===== src/rtl/lcluster_pkg.sv =====
package lcluster_pkg;
  localparam int N_DIR    = 4;
  localparam int LUT_K    = 4;
  localparam int LUT_BITS = 1 << LUT_K;
  localparam int UNIT_LW  = LUT_BITS + 1;

  typedef enum logic [1:0] {
    DIR_N = 2'd0,
    DIR_E = 2'd1,
    DIR_S = 2'd2,
    DIR_W = 2'd3
  } dir_e;
endpackage


===== src/rtl/lcluster_cfg_plane.sv =====
module lcluster_cfg_plane #(
  parameter int WIDTH = 8
) (
  input  logic             clk,
  input  logic             rst_n,
  input  logic             shift,
  input  logic             din,
  input  logic             commit,
  output logic [WIDTH-1:0] shadow,
  output logic [WIDTH-1:0] active
);
  // shadow chain: new bits enter at the top, move toward bit 0
  always_ff @(posedge clk) begin
    if (!rst_n) begin
      shadow <= '0;
    end else if (shift) begin
      shadow <= {din, shadow[WIDTH-1:1]};
    end
  end

  // active plane only changes on commit; shadow is kept
  always_ff @(posedge clk) begin
    if (!rst_n) begin
      active <= '0;
    end else if (commit) begin
      active <= shadow;
    end
  end
endmodule


===== src/rtl/lcluster_func_unit.sv =====
module lcluster_func_unit
  import lcluster_pkg::*;
#(
  parameter int IN_W  = 2,
  parameter int SEL_W = 3
) (
  input  logic                   clk,
  input  logic                   rst_n,
  input  logic [IN_W-1:0]        local_in,
  input  logic [N_DIR-1:0]       unit_q,
  input  logic [LUT_BITS-1:0]    lut_cfg,
  input  logic                   bypass,
  input  logic [LUT_K*SEL_W-1:0] sel,
  output logic                   q,
  output logic                   out
);
  logic [LUT_K-1:0] lut_idx;
  logic             lut_out;

  // select: own-direction bits, then registered unit outputs, else zero
  always_comb begin
    for (int k = 0; k < LUT_K; k++) begin
      lut_idx[k] = 1'b0;
      for (int s = 0; s < IN_W; s++) begin
        if (int'(sel[k*SEL_W +: SEL_W]) == s) lut_idx[k] = local_in[s];
      end
      for (int s = 0; s < N_DIR; s++) begin
        if (int'(sel[k*SEL_W +: SEL_W]) == IN_W + s) lut_idx[k] = unit_q[s];
      end
    end
  end

  assign lut_out = lut_cfg[lut_idx];

  always_ff @(posedge clk) begin
    if (!rst_n) q <= 1'b0;
    else        q <= lut_out;
  end

  // bypass reaches only this unit's own direction output
  assign out = bypass ? lut_out : q;
endmodule


===== src/rtl/lcluster_readback.sv =====
module lcluster_readback #(
  parameter int N = 4
) (
  input  logic         clk,
  input  logic         rst_n,
  input  logic         capture,
  input  logic         shift,
  input  logic [N-1:0] snap,
  output logic         dout
);
  logic [N-1:0] rb_q;

  always_ff @(posedge clk) begin
    if (!rst_n) begin
      rb_q <= '0;
    end else if (capture) begin
      rb_q <= snap;
    end else if (shift) begin
      rb_q <= {1'b0, rb_q[N-1:1]};
    end
  end

  assign dout = rb_q[0];
endmodule


===== src/rtl/lcluster_top.sv =====
module lcluster_top
  import lcluster_pkg::*;
#(
  parameter int IN_W = 2
) (
  input  logic                  clk,
  input  logic                  rst_n,
  input  logic [N_DIR*IN_W-1:0] dir_in,
  output logic [N_DIR-1:0]      dir_out,
  input  logic                  lcfg_shift,
  input  logic                  lcfg_din,
  input  logic                  rcfg_shift,
  input  logic                  rcfg_din,
  input  logic                  cfg_commit,
  input  logic                  rb_capture,
  input  logic                  rb_shift,
  output logic                  rb_dout
);
  localparam int SEL_W   = $clog2(IN_W + N_DIR + 1);
  localparam int LOGIC_W = N_DIR * UNIT_LW;
  localparam int ROUTE_W = N_DIR * LUT_K * SEL_W;

  logic [LOGIC_W-1:0] logic_shadow, logic_active;
  logic [ROUTE_W-1:0] route_shadow, route_active;
  logic [N_DIR-1:0]   unit_q;

  lcluster_cfg_plane #(.WIDTH(LOGIC_W)) u_logic_plane (
    .clk    (clk),
    .rst_n  (rst_n),
    .shift  (lcfg_shift),
    .din    (lcfg_din),
    .commit (cfg_commit),
    .shadow (logic_shadow),
    .active (logic_active)
  );

  lcluster_cfg_plane #(.WIDTH(ROUTE_W)) u_route_plane (
    .clk    (clk),
    .rst_n  (rst_n),
    .shift  (rcfg_shift),
    .din    (rcfg_din),
    .commit (cfg_commit),
    .shadow (route_shadow),
    .active (route_active)
  );

  for (genvar d = 0; d < N_DIR; d++) begin : g_unit
    lcluster_func_unit #(.IN_W(IN_W), .SEL_W(SEL_W)) u_fu (
      .clk      (clk),
      .rst_n    (rst_n),
      .local_in (dir_in[d*IN_W +: IN_W]),
      .unit_q   (unit_q),
      .lut_cfg  (logic_active[d*UNIT_LW +: LUT_BITS]),
      .bypass   (logic_active[d*UNIT_LW + LUT_BITS]),
      .sel      (route_active[d*LUT_K*SEL_W +: LUT_K*SEL_W]),
      .q        (unit_q[d]),
      .out      (dir_out[d])
    );
  end

  lcluster_readback #(.N(N_DIR)) u_readback (
    .clk     (clk),
    .rst_n   (rst_n),
    .capture (rb_capture),
    .shift   (rb_shift),
    .snap    (unit_q),
    .dout    (rb_dout)
  );
endmodule


===== config.mk =====
export PLATFORM = sky130hd
export DESIGN_NAME = lcluster_top
export DESIGN_NICKNAME = d
export VERILOG_FILES = /design/src/rtl/lcluster_pkg.sv /design/src/rtl/lcluster_cfg_plane.sv /design/src/rtl/lcluster_func_unit.sv /design/src/rtl/lcluster_readback.sv /design/src/rtl/lcluster_top.sv
export SDC_FILE = /design/constraint.sdc
export NUM_CORES = 1
export LEC_CHECK = 0
export ABC_AREA = 1
export BUFFER_PORTS_ARGS = -buffer_cell sky130_fd_sc_hd__buf_2
export CAP_MARGIN = 20
export CORE_MARGIN = 3
export CORE_UTILIZATION = 40
export CTS_CLUSTER_DIAMETER = 40
export DETAILED_ROUTE_END_ITERATION = 10
export GPL_TIMING_DRIVEN = 0
export PLACE_DENSITY = 0.55
export SLEW_MARGIN = 40
export SYNTH_ARGS = -nofsm -noshare
export SYNTH_HDL_FRONTEND = slang
export SYNTH_SLANG_ARGS = --single-unit

===== constraint.sdc =====
create_clock -name clk -period 2.87 [get_ports clk]
set_input_delay 0.1435 -clock clk [delete_from_list [all_inputs] [get_ports clk]]
set_output_delay 0.1435 -clock clk [all_outputs]
set_load 0.01 [all_outputs]

; Yosys cells after proc, flatten, opt, wreduce, memory -nomap -nowiden
; Cells that the tools add are included.
; W data, S select, Z words.
[word_totals]
regBits = 240
latch_bits = 0
mem_bits_rw = 0
mem_bits_ro = 0
inputBits = 17
output_inout_bits = 5
word_cells = 220
mem_count = 0
[classes]
n_addsub = 0
multipliers = 0
div = 0
magnitude_cmp = 4
eq_ne = 80
shifts = 0
n_mux = 110
n_bitwise = 0
n_reduce_logical = 17
[op_table]
columns = operator, n
row1 = $eq A3 B3 Y1 const B, 64
row2 = $mux W1, 104
row3 = $eq A3 B2 Y1 const B, 16
row4 = $logic_not A3 Y1, 16
row5 = $lt A4 B5 Y1 const B, 4
row6 = $bmux W1 S4, 4
row7 = $mux W4, 2
row8 = $reduce_bool A2 Y1, 1

; Longest topological paths before layout
[logic_depth]
depth_word = 10
depth_mapped = 15
mapped_depth_nobuf = 14

; Cells and area by module
; Synthesis repeated with hierarchy kept, for this count alone.
[hier_totals]
hier_cells = 1829
hier_area_um2 = 11631.2
[by_module_without_submodules]
columns = mod, n_inst, cells_each, area_per_inst_um2, seq_area_each_um2
row1 = lcluster_cfg_plane at u_logic_plane, 1, 794, 5335.1, 2722.6
row2 = lcluster_cfg_plane at u_route_plane, 1, 562, 3806.2, 1921.8
row3 = lcluster_func_unit, 4, 111, 575.6, 20.0
row4 = lcluster_readback, 1, 29, 187.7, 80.1

; Worst setup path after synthesis
; OpenSTA, ideal clock, no wires.
[synth_path]
path_kind = reg-to-output
startpoint = register g_unit[0].u_fu.q
endpoint = output dir_out[3]
arrival_time_ns = 1.409
required_ns = 2.727
slack_ns = 1.318
path_stages_with_launch = 15
path_buffers = 2
path_cell_list = dfxtp_1 inv_2 buf_2 a21oi_1 o21ai_0 nand2_1 nand2_1 o21ai_1 inv_1 nand3_1 nand3_1 nand2_1 nand2_1 nand2_1 buf_4
[synth_between]
elab_chain_len = 7
word_cells_on_any_way = 19
classes_between = mux: 19
[synth_rtl]
columns = item, line
row1 = "start, declared", lcluster_func_unit.sv:14  ; output logic q,
row2 = "start signal, assigned", lcluster_func_unit.sv:37  ; else q <= lut_out;
row3 = $mux W1 (4 in series), lcluster_func_unit.sv:28  ; if (int'(sel[k*SEL_W +: SEL_W]) == IN_W + s) lut_idx[k] = unit_q[s];
row4 = $bmux W1 S4 (*), lcluster_func_unit.sv:33  ; assign lut_out = lut_cfg[lut_idx];
row5 = $mux W1 (implied by the code) (*), lcluster_func_unit.sv:33
row6 = $mux W1 (*), lcluster_func_unit.sv:41  ; assign out = bypass ? lut_out : q;
row7 = "end, declared", lcluster_top.sv:9  ; output logic [N_DIR-1:0] dir_out,
; Mark *: on every way between the ends. The rest lies on a longest branch, timed or not. The select of a mux whose other input is x is not followed.

; Final worst setup path
[layout_path]
startpoint = register g_unit[3].u_fu.q
endpoint = output dir_out[1]
[layout_between]
elab_chain_len = 4
word_cells_on_any_way = 7
classes_between = mux: 7
[layout_rtl]
columns = item, line
row1 = "start, declared", lcluster_func_unit.sv:14
row2 = "start signal, assigned", lcluster_func_unit.sv:37
row3 = $mux W1, lcluster_func_unit.sv:28
row4 = $bmux W1 S4 (*), lcluster_func_unit.sv:33
row5 = $mux W1 (implied by the code) (*), lcluster_func_unit.sv:33
row6 = $mux W1 (*), lcluster_func_unit.sv:41
; Marks and branches as above.

==> impl_metrics.tcl <==
set metrics [dict create \
    core_region_area_mm2 0.02389 \
    finalSetupViolCount 0 \
    fin_crit_sh_pct 93.44 \
    internal-power_mw 6.890 \
    die_h_um 163.5 \
    cp-startpoint "g_unit[3].u_fu.q$_SDFF_PN0_" \
    synth_top_family_by_area "simple AND/OR/NAND/NOR gates" \
    vdd_ir_drop_max_mv 0.4392 \
    antenna_found_initial 0 \
    clk_pin_slew_worst_paths_ns 0.06 \
    grtUsageTotal_pct 20.29 \
    worst_slew_pin_slew_ns 0.6839 \
    nNetsFinal 1464 \
    mostFrequentLayoutCells "327 x nor2_1, 246 x o21ai_0, 239 x dfxtp_1, 146 x nand2_1, 101 x a21oi_1" \
    grt-ovfl-total 0 \
    dp_hpwl_um 18320 \
    crit_arrival_ns 2.54 \
    powerDensity_mw_per_mm2 796.9 \
    dieArea_mm2 0.02672 \
    grt_pass1_vias 8688 \
    status "completed" \
    start_kind "flip-flop" \
    final.setup.tns_ns 0 \
    power_frac_clock_pct 49.0 \
    synth_compound_area_share_pct 18.71 \
    switching_share_pct 26.66 \
    place_ws_ns 0.5014 \
    wl_per_cell_um 15.26 \
    ys_types 23 \
    clockBufferDepth 3 \
    route.antenna.remaining_nets 0 \
    placedCellCount 1722 \
    cts_tree "yes" \
    ios 22 \
    ys_ff_latch 240 \
    fmax_mhz 372.9 \
    final_common_cell "nor2_1" \
    syn_nets 1403 \
    gp_congestion 0.8134 \
    io_buffers 17 \
    hold_class "in -> reg" \
    drt-initial-drc-count 648 \
    setup_ws_ns 0.1882 \
    h-tree-depth 2 \
    r2r_cells 11 \
    yosys.area_share.simple_pct 25.50 \
    maxCapViolations 0 \
    clock_latency_ns 0.51 \
    rsz0062_at_grt "no" \
    grt_max_degree 14 \
    netlist.area_leader.share_pct 48.44 \
    synth_cells 1386 \
    design_area_mm2 0.01179 \
    p_leak_nw 5.013 \
    rows 56 \
    area_growth_pct 18.86 \
    relSlewSlack_pct 54.40 \
    drive_above_1_share_pct 9.091 \
    slew_violations 0 \
    via_count 9026 \
    cts_sinks 240 \
    yosysTopAreaCell "dfxtp_1" \
    min_path_cells 3 \
    drc_errors 0 \
    min_from "lcfg_shift" \
    syn_avg_cell_area_um2 7.156 \
    ys_seq_area_share_pct 48.44 \
    dr.pass1.iters 5 \
    yosys_warnings 0 \
    holdWs_ns 0.08702 \
    synth_area_leaders "dfxtp_1 48%, nor2_1 12%, o21ai_0 12%" \
    grt_pass1_wl_um 44040 \
    crit_fanout 10 \
    end_kind "primary output" \
    crit_required_ns 2.73 \
    finClkSkew_ns 0.01409 \
    place_area_mm2 0.01040 \
    vias_per_cell 5.034 \
    cts_made_buffers 36 \
    die_w_um 163.5 \
    period_needed_ns 2.682 \
    synthMuxAreaShare_pct 0 \
    syn_area_mm2 0.009918 \
    reg2reg_from "g_unit[3].u_fu.q$_SDFF_PN0_" \
    hold_violations 0 \
    initial_utilization_pct 41.51 \
    p_seq_share_pct 39.3 \
    cts_root_buf "clkbuf_16" \
    synthAdderAreaFrac_pct 0 \
    synth_xor_xnor_area_share_pct 0 \
    routed_wl_um 27350 \
    n_antenna_cell 0 \
    crit_type "reg -> out" \
    final_cells 1793 \
    cts_setup_buffers 0 \
    power.share.combinational_pct 11.7 \
    p_sw_mw 2.504 \
]
## power groups by stage
| stage | registers, mW | clock network [mW] | logic (mW) |
|---|---|---|---|
| after floorplan | 3.71 | 0 | 0.768 |
| after global placement | 3.75 | 0 | 1.05 |
| after detailed placement | 3.76 | 0 | 1.06 |
| after CTS | 3.69 | 4.69 | 1.07 |
| after global routing | 3.72 | 4.84 | 1.25 |
| final | 3.70 | 4.60 | 1.10 |
## per-stage QoR
stage	util, %	total power, mW
after floorplan	-	4.483
after global placement	43.54	4.804
after detailed placement	43.54	4.815
after CTS	49.08	9.453
after global routing	49.34	9.806
final	49.34	9.394
## layout make-up
cell class | instances | area, um2
inverter | 104 | 392.9
multi-input combinational | 961 | 4441
sequential | 240 | 4806
tap | 319 | 399.1
timing repair buffer | 21 | 125.1
buffer | 83 | 341.6
clock buffer | 44 | 1012
fill | 2446 | 12100
clock inverter | 21 | 271.5
## synthesized netlist by cell type
cell / number
nand4_1: 4
nand2_2: 4
buf_1: 1
a21oi_1: 101
nand2_1: 152
o21ai_0: 246
nor3_1: 1
nand3_2: 4
o21ai_1: 4
nor2_1: 329
inv_2: 5
buf_2: 4
buf_4: 6
or2_2: 4
o211ai_1: 12
a2111oi_0: 1
nand4_4: 4
nor3b_1: 1
clkbuf_1: 72
nand2_4: 8
dfxtp_1: 240
inv_1: 99
nand3_1: 84
## what timing repair did
action | 4_1_cts | 5_1_grt
resized for setup | 1 | 15
hold endpoints to repair | 6 | 0
hold buffers | 4 | 0
cloned | 0 | 2
endpoints found under the setup margin | 2 | 4
## final timing paths
| check | to | slack (ns) |
|---|---|---|
| worst max-delay path | dir_out[1] | 0.19 |
| worst min-delay path | u_logic_plane.shadow[33]$_SDFFE_PN0P_ | 0.09 |
| worst max register to register | g_unit[1].u_fu.q$_SDFF_PN0_ | 0.87 |
| worst min register to register | u_logic_plane.active[9]$_SDFFE_PN0P_ | 0.46 |
## registers in the layout, indices dropped and copies added (netlist names)
| name | count |
|---|---|
| g_unit.u_fu.q | 4 |
| u_logic_plane.active | 68 |
| u_logic_plane.shadow | 68 |
| u_readback.rb_q | 4 |
| u_route_plane.active | 48 |
| u_route_plane.shadow | 48 |
## layer usage
metal | track usage [%] | wire length [um]
met5 | 0 | 0
met1 | 27.87 | 13540
met2 | 33.02 | 11940
met4 | 5.575 | 562
met3 | 3.449 | 1313
## worst max-delay path: stages (launching register included)
cell	delay, ns
dfxtp_1	0.30
buf_4	0.20
inv_2	0.17
nand2_2	0.18
nand4_4	0.20
nand2_4	0.17
nand2_1	0.07
nand3_1	0.07
nand3_1	0.11
nand3_2	0.11
nand2_1	0.05
nand2_1	0.05
nand2_1	0.07
buf_4	0.13
buf_2	0.13
## cells by family after synthesis
family / after synthesis
compound gates: 364
simple gates: 595
buf+inv: 187
flops: 240
(Power assumes the default switching activity.)
